===== config.mk =====
export PLATFORM = sky130hd
export DESIGN_NAME = modem_ctl_stat
export DESIGN_NICKNAME = d
export VERILOG_FILES = /design/src/rtl/modem_ctl_stat.sv
export SDC_FILE = /design/constraint.sdc
export NUM_CORES = 1
export LEC_CHECK = 0
export CAP_MARGIN = 10
export CORE_MARGIN = 1
export CORE_UTILIZATION = 46
export DETAILED_ROUTE_END_ITERATION = 8
export GPL_TIMING_DRIVEN = 0
export PLACE_DENSITY = 0.82
export RECOVER_POWER = 100
export SLEW_MARGIN = 25
export SYNTH_ARGS = -nofsm -noshare
export SYNTH_HDL_FRONTEND = slang
export SYNTH_SLANG_ARGS = --single-unit

===== constraint.sdc =====
create_clock -name clk -period 2.4 [get_ports clk]
set_clock_uncertainty 0.05 [all_clocks]
set_input_delay 0.24 -clock clk [delete_from_list [all_inputs] [get_ports clk]]
set_output_delay 0.24 -clock clk [all_outputs]
set_load 0.02 [all_outputs]

===== src/rtl/modem_ctl_stat.sv =====
module modem_ctl_stat #(
  parameter int SYNC_STAGES = 2
) (
  input  logic       clk,
  input  logic       rst_n,
  input  logic       sel_stat,
  input  logic       wr_en,
  input  logic       rd_en,
  input  logic [7:0] wdata,
  output logic [7:0] rdata,
  input  logic       msi_en,
  input  logic       cts_in,
  input  logic       dsr_in,
  input  logic       ri_in,
  input  logic       dcd_in,
  output logic       dtr_out,
  output logic       rts_out,
  output logic       out1_out,
  output logic       out2_out,
  output logic       irq_out
);

  localparam int          LVL_W   = 4;
  localparam int          CTL_W   = 5;
  localparam logic [3:0]  LVL_RST = 4'b1011;
  localparam logic [4:0]  CTL_RST = 5'b01000;

  logic [LVL_W-1:0] sync_q [SYNC_STAGES];
  logic [LVL_W-1:0] ext_lvl;
  logic [LVL_W-1:0] lb_lvl;
  logic [LVL_W-1:0] nxt_lvl;
  logic [LVL_W-1:0] diff;
  logic [LVL_W-1:0] new_dlt;
  logic [LVL_W-1:0] lvl_q;
  logic [LVL_W-1:0] dlt_q;
  logic [CTL_W-1:0] ctl_q;
  logic             loop;
  logic             stat_rd;
  logic             ctl_wr;

  always_ff @(posedge clk) begin
    if (!rst_n) begin
      for (int i = 0; i < SYNC_STAGES; i++) sync_q[i] <= LVL_RST;
    end else begin
      sync_q[0] <= {dcd_in, ri_in, dsr_in, cts_in};
      for (int i = 1; i < SYNC_STAGES; i++) sync_q[i] <= sync_q[i-1];
    end
  end

  assign ext_lvl = sync_q[SYNC_STAGES-1];
  assign loop    = ctl_q[4];
  assign lb_lvl  = {ctl_q[3], ctl_q[2], ctl_q[0], ctl_q[1]};
  assign nxt_lvl = loop ? lb_lvl : ext_lvl;
  assign diff    = lvl_q ^ nxt_lvl;
  assign new_dlt = {diff[3], diff[2] & lvl_q[2] & ~nxt_lvl[2], diff[1], diff[0]};
  assign stat_rd = rd_en & sel_stat;
  assign ctl_wr  = wr_en & ~sel_stat;

  always_ff @(posedge clk) begin
    if (!rst_n) begin
      ctl_q <= CTL_RST;
      lvl_q <= LVL_RST;
      dlt_q <= '0;
    end else begin
      if (ctl_wr) ctl_q <= wdata[CTL_W-1:0];
      lvl_q <= nxt_lvl;
      dlt_q <= (stat_rd ? '0 : dlt_q) | new_dlt;
    end
  end

  assign rdata    = sel_stat ? {lvl_q, dlt_q} : {{(8-CTL_W){1'b0}}, ctl_q};
  assign dtr_out  = ctl_q[0] & ~loop;
  assign rts_out  = ctl_q[1] & ~loop;
  assign out1_out = ctl_q[2] & ~loop;
  assign out2_out = ctl_q[3] & ~loop;
  assign irq_out  = msi_en & (|dlt_q);

endmodule


# == Word-level counts from Yosys, hierarchy flattened ==
# Memories as Yosys holds them, arrays and structs flattened.
# Cells that the tools add are included.
# op_classes
mux,7
n_bitwise,16
reduce_logical,1
# ops
operator,n
$mux W4,4
$and A1 B1 Y1,9
$mux W8,1
$or A4 B4 Y4,1
$reduce_or A4 Y1,1
$xor A4 B4 Y4,1
$not A1 Y1,3
$mux W1,2
$or A1 B1 Y1,2
# totals
register_bits,13
mem_bits_rw,8
elab_cells,28
n_memories,1
# mem_list
memory,depth,word_bits,rd,rd_clocked_by_memory_dff,write_ports,line_no,rtl
sync_q,2,4,2,0,2,28,logic [LVL_W-1:0] sync_q [SYNC_STAGES];

# == Longest topological paths before layout ==
# Gate-level depths: netlist of run 1.
# logic_depth
word_depth,5
ltp_mapped,5
mapped_depth_nobuf,3

# == Least setup slack after synthesis of run 1 ==
# Ideal clock, no wire load.
# synth_path
path_kind,register to output
from,register dlt_q[3]
to,output irq_out
arrival_ns,0.796
required_time_ns,2.110
setup_slack_ns,1.314
stages_incl_launch_ff,2
path_buffers,0
path_cell_list,dfxtp_1 > o41a_1
# synth_via
elab_chain_cells,2
# synth_rtl
item,line_no,rtl
from (decl),35,logic [LVL_W-1:0] dlt_q;
from (signal assigned),67,dlt_q <= (stat_rd ? '0 : dlt_q) | new_dlt;
$reduce_or A4 Y1,76,assign irq_out = msi_en & (|dlt_q);
$and A1 B1 Y1,76,
to (decl),20,output logic irq_out
# Every way passes these cells.

# == Final worst setup path of run 1 ==
# Ends and elaborated chain as after synthesis.

==> impl_metrics.tcl, run 1 <==
set metrics [dict create \
    r2r_start "ctl_q[4]$_SDFFE_PN0P_" \
    fp.dieW_um 45.3 \
    ios 31 \
    max_slew.worst_pin.slew_ps 421 \
    hold_path_class "primary input to register" \
    worst_slew_margin_rel_pct 72.0 \
    synth.most_common_cell "dfxtp_1" \
    holdPathStages 4 \
    grt_pass1_vias 574 \
    via_count 618 \
    clockRootBuffer "clkbuf_4" \
    antenna_found_initial 0 \
    setup_viol 0 \
    placed_area_mm2 0.00115 \
    syn_inst 78 \
    grt-ovfl-total 0 \
    dieArea_mm2 0.00205 \
    diodes 0 \
    fmax_ghz 0.506 \
    htree_num_levels 1 \
    synth-edff-count 0 \
    synthSimpleGateAreaFrac_pct 21.5 \
    r2r_setup_slack_ps 1230 \
    critical_path_peak_fanout 3 \
    cp.required_ps 2110 \
    yosysSeqAreaShare_pct 48.8 \
    leakage_nw 0.471 \
    postCtsSetupBuffers 0 \
    hold_buffers 0 \
    min_period_over_period_pct 82.3 \
    yosys-top-cells-count "dfxtp_1, mux2i_1, nand2_1, nand2b_1, nor2b_1" \
    setup_tns_ps 0 \
    startpoint_type "register" \
    drive_gt1_share_pct 14.8 \
    cts_resized 0 \
    dp_hpwl_um 1130 \
    hold_start "sel_stat" \
    yosysTopAreaCellShare_pct 48.8 \
    r2r_cells 4 \
    nets 127 \
    cp_slowest_stage_delay_ps 650 \
    area.growth.synth_to_final_pct 36.9 \
    numCtsBuffers 3 \
    synth_top_family_by_area "simple AND/OR/NAND/NOR gates" \
    cts_tree "built" \
    avgSynthCellArea_um2 11.0 \
    yosysTopAreaCell "dfxtp_1" \
    wirelength_um 1560 \
    synthXorXnorAreaFrac_pct 3.05 \
    crit_type "register to output pin" \
    grtUsageTotal_pct 17.2 \
    fin_ws_ps 424 \
    drt_pass1_iterations 3 \
    drv_cap 0 \
    arrival_ps 1690 \
    slowest_stage "dlygate4sd3_1" \
    synthTopCellsByArea "dfxtp_1, mux2i_1, mux2_2, nand2b_1, nor2b_1" \
    async_flop_share_pct 0 \
    ys_types 15 \
    cts_buffer_depth 2 \
    syn_area_um2 861 \
    worst_setup_path_end_kind "output pin" \
    rows 15 \
    hold_end "dlt_q[0]$_SDFF_PN0_" \
    initial_core_util_pct 49.3 \
    path_cells "o41a_1 -> dlygate4sd3_1" \
    synthMuxAreaShare_pct 17.0 \
    gp_congestion 0.734 \
    ys_ff_latch 21 \
    rsz0062_at_grt "false" \
    peakVddDrop_v 0.000350 \
    finish.instance_area_mm2 0.00118 \
    clk_latency_ps 290 \
    final_antenna_net_count 0 \
    core_area_mm2 0.00175 \
    fin_crit_ps 1980 \
    r2r_end "dlt_q[3]$_SDFF_PN0_" \
    yosys_warnings 0 \
    pre_cts_slack_ps 676 \
    clk_pin_slew_ps 110 \
    grt_pass1_wl_um 2430 \
    final-hold-violation-count 0 \
    synth_flop_cell "dfxtp_1" \
    vias_per_cell 4.65 \
    grt_max_degree 12 \
    syn_nets 96 \
    portBuffers 26 \
    synthAdderAreaFrac_pct 0 \
    power.density_mw_per_mm2 567 \
    cts.sinks 21 \
    slew_viol_final 0 \
    die_y_um 45.3 \
    status "complete, no violations" \
    synth_compound_area_share_pct 4.80 \
    drc 0 \
    wl_per_cell_um 11.8 \
    drtIter0Drc 3 \
]
[report_power, final]
group	total (W)	switching (W)	internal [W]
clock network	0.000160	0.0000957	0.0000646
logic	0.000130	0.0000560	0.0000741
registers	0.000378	0.0000108	0.000367
total	0.000668	0.000162	0.000506
[placed cells by master (no fill, tap or decap), drive strengths merged]
cell type	n
dfxtp	21
dlygate4sd3	14
clkdlybuf4s50	12
mux2i	9
nand2	8
nor2b	7
nand2b	6
clkbuf	6
and2	5
mux2	5
and2b	4
buf	3
xor2	3
a21boi	3
o41a	1
a22oi	1
[state kept, by name, indices dropped and copies added, names as in the netlist]
name	cells
lvl_q	4
sync_q	8
ctl_q	5
dlt_q	4
[area by class of cell]
type / instances / area [um2]
tap: 25 / 31.3
buffer: 5 / 41.3
fill: 145 / 567
clock buffer: 4 / 26.3
multi-input combinational: 52 / 399
sequential: 21 / 420
timing repair buffer: 26 / 260
[how the worst max path moves through the flow]
| stage | startpoint | cells past startpoint | endpoint |
|---|---|---|---|
| after floorplan | dlt_q[3]$_SDFF_PN0_ | 1 | irq_out |
| after global placement | msi_en | 3 | irq_out |
| after detailed placement | msi_en | 3 | irq_out |
| after CTS | dlt_q[3]$_SDFF_PN0_ | 2 | irq_out |
| after global routing | dlt_q[2]$_SDFF_PN0_ | 2 | irq_out |
| final | dlt_q[3]$_SDFF_PN0_ | 2 | irq_out |
[routing by layer]
metal,routed length [um],global-route usage [%],share of wire [%]
met4,29,9.09,1.9
met3,61,2.40,3.9
met5,0,0,0
met1,698,19.5,45
met2,773,30.7,49
[cells by family (layout without fill, tap and decap cells)]
group           count (synthesis)  count (layout)
compound gates                  5               5
xor+xnor                        3               3
buf+inv                         5              35
flops                          21              21
mux                            14              14
simple gates                   30              30
[critical path: cells and delay by family, from the launching register on]
| family | cells | cell delay [ps] |
|---|---|---|
| compound gates | 1 | 410 |
| buf+inv | 1 | 650 |
| flops | 1 | 340 |
[metrics by stage]
stage | instances | utilization [%] | total power (W) | hold slack, ps
final | 133 | 67.5 | 0.000668 | 318
after CTS | 133 | 67.5 | 0.000682 | 306
after global routing | 133 | 67.5 | 0.000699 | 340
after detailed placement | 129 | 66.0 | 0.000524 | 346
after floorplan | 78 | - | 0.000461 | 263
after global placement | 129 | 66.0 | 0.000522 | 339
Note: power is estimated with default switching activity, not from simulation.
==> run 2, diff against run 1 <==
- CORE_ASPECT_RATIO: not set -> 1.5
- CORE_UTILIZATION: 46 -> 38
- PLACE_DENSITY: 0.82 -> 0.72
- clock period: 2.4 -> 1.8 ns (I/O delays scaled with it)
==> run 2 against run 1 <==
Non-clock buffer count unchanged. Die area up 20%. Sequential power up 33%. Global-route usage decreased by 1.8 points. Combinational power increased by 33%. Via count fell by 1.3%. Sequential share of layout area grew 0.62 points.
==> impl_metrics.tcl, run 2 (synthesis gave the netlist of run 1 again) <==
set metrics [dict create \
    area.growth.synth_to_final_pct 34.6 \
    largest_reg_flops 8 \
    power_switching_w 0.000231 \
    cp_slowest_stage_delay_ps 690 \
    wirelength_um 1590 \
    switching_share_pct 25.6 \
    fp.dieW_um 40.9 \
    core_area_mm2 0.00208 \
    slowest_stage "dlygate4sd3_1" \
    placed_area_mm2 0.00115 \
    diodes 0 \
    max_slew.worst_pin.slew_ps 393 \
    initial_core_util_pct 41.4 \
    postCtsSetupBuffers 0 \
    wl_per_cell_um 12.2 \
    fin_crit_ps 1710 \
    final-hold-violation-count 0 \
    nFillCells 211 \
    min_period_over_period_pct 95.0 \
    via_count 610 \
    arrival_ps 1480 \
    ios 31 \
    setup_tns_ps 0 \
    comb_power_share_pct 19.2 \
    fin_ws_ps 90.5 \
    final_antenna_net_count 0 \
    startpoint_type "register" \
    path_cells "and2_1 -> dlygate4sd3_1" \
    rsz0062_at_grt "false" \
    drv_cap 0 \
    instances_no_fill 130 \
    setup_viol 0 \
    drive_gt1_share_pct 15.7 \
    nets 127 \
    hold_path_class "primary input to register" \
    grtUsageTotal_pct 15.4 \
    worst_setup_path_end_kind "output pin" \
    grt_pass1_vias 555 \
    dp_hpwl_um 1180 \
    clk_latency_ps 310 \
    final_common_cell "dfxtp_1" \
    rows 20 \
    numCtsBuffers 3 \
    cp.required_ps 1570 \
    drt_pass1_iterations 3 \
    die_y_um 60.3 \
    crit_type "register to output pin" \
    dp_cells 126 \
    htree_num_levels 1 \
    leakage_nw 0.457 \
    power.internal_w 0.000670 \
    dieArea_mm2 0.00246 \
    pre_cts_slack_ps 189 \
    critical_path_peak_fanout 2 \
    grt-ovfl-total 0 \
    grt_max_degree 13 \
    top_regs "sync_q x8, ctl_q x5" \
    cts_tree "built" \
    peakVddDrop_v 0.000470 \
    clockRootBuffer "clkbuf_4" \
    cts.sinks 21 \
    slew_viol_final 0 \
    cts_buffer_depth 2 \
    seq_power_share_pct 55.9 \
    final_cell_mix "dfxtp_1, clkdlybuf4s50_1, mux2i_1, nand2_1" \
    power.density_mw_per_mm2 777 \
    gp_congestion 0.700 \
    fmax_ghz 0.585 \
    vias_per_cell 4.69 \
    clockPowerShare_pct 24.9 \
    antenna_found_initial 0 \
    drc 0 \
    worst_slew_margin_rel_pct 73.8 \
    portBuffers 26 \
    grt_pass1_wl_um 2460 \
    drtIter0Drc 3 \
    clk_pin_slew_ps 110 \
    status "complete, no violations" \
    regMostFlops "sync_q" \
    finish.instance_area_mm2 0.00116 \
]
==> run 2: cell count changes in the layout (fill, tap and decap cells not counted), sizes merged <==
cell	delta
clkbuf	+1
clkdlybuf4s50	+5
clkinv	+1
dlygate4sd2	+4
dlygate4sd3	-11
==> run 2: metal layers <==
layer | track usage, % | share of wire [%]
met1 | 17.9 | 43
met2 | 23.4 | 48
met3 | 4.09 | 6.5
met4 | 10.0 | 2.1
met5 | 0 | 0
==> run 2: power by group through the flow <==
stage                     Combinational (W)  Clock (W)  Sequential, W
after detailed placement           0.000185          0       0.000515
after CTS                          0.000180   0.000233       0.000504
after global routing               0.000188   0.000252       0.000507
final                              0.000173   0.000224       0.000504
after floorplan                    0.000105          0       0.000510
after global placement             0.000183          0       0.000513
==> run 2: final cells by class <==
type | instances | area (um2) | share of cell area, %
tap | 22 | 27.5 | 2.38
sequential | 21 | 420 | 36.3
clock buffer | 3 | 22.5 | 1.94
timing repair buffer | 26 | 243 | 21.0
clock inverter | 1 | 5.00 | 0.432
multi-input combinational | 52 | 399 | 34.4
buffer | 5 | 41.3 | 3.56
==> run 2: worst max-delay path, delay by kind of cell (launching register included) <==
| family | cells | cell delay (ps) |
|---|---|---|
| simple gates | 1 | 130 |
| flops | 1 | 350 |
| buf+inv | 1 | 690 |
==> run 2: what timing repair did <==
item / CTS / global route
hold buffers: 0 / 0
pin swaps: 0 / 0
hold endpoints to repair: 0 / 0
endpoints found under the setup margin: 4 / 2
gates resized for setup: 4 / 2
==> run 2: worst paths after layout <==
kind                                         startpoint                      end  slack [ps]  depth (start not counted)
worst min register to register  sync_q[0][1]$_SDFF_PN1_  sync_q[0][5]$_SDFF_PN1_         370                          1
worst max register to register    ctl_q[4]$_SDFFE_PN0P_      dlt_q[0]$_SDFF_PN0_         630                          4
worst max-delay path                lvl_q[3]$_SDFF_PN1_                 rdata[7]          90                          2
worst min-delay path                           sel_stat      dlt_q[0]$_SDFF_PN0_         260                          4
==> run 2: stage by stage <==
step           hold WS [ps]  total power, W  utilization (%)
2_1_floorplan           203        0.000615                -
3_3_place_gp            340        0.000696             55.3
3_5_place_dp            342        0.000700             55.3
4_1_cts                 237        0.000917             56.4
5_1_grt                 283        0.000947             55.8
6_report                258        0.000901             55.8
==> run 3, diff against run 2 <==
- SLEW_MARGIN: 25 -> 20
==> results of run 3 <==
Same layout as run 2: the final DEF is identical, and so are final timing and power.
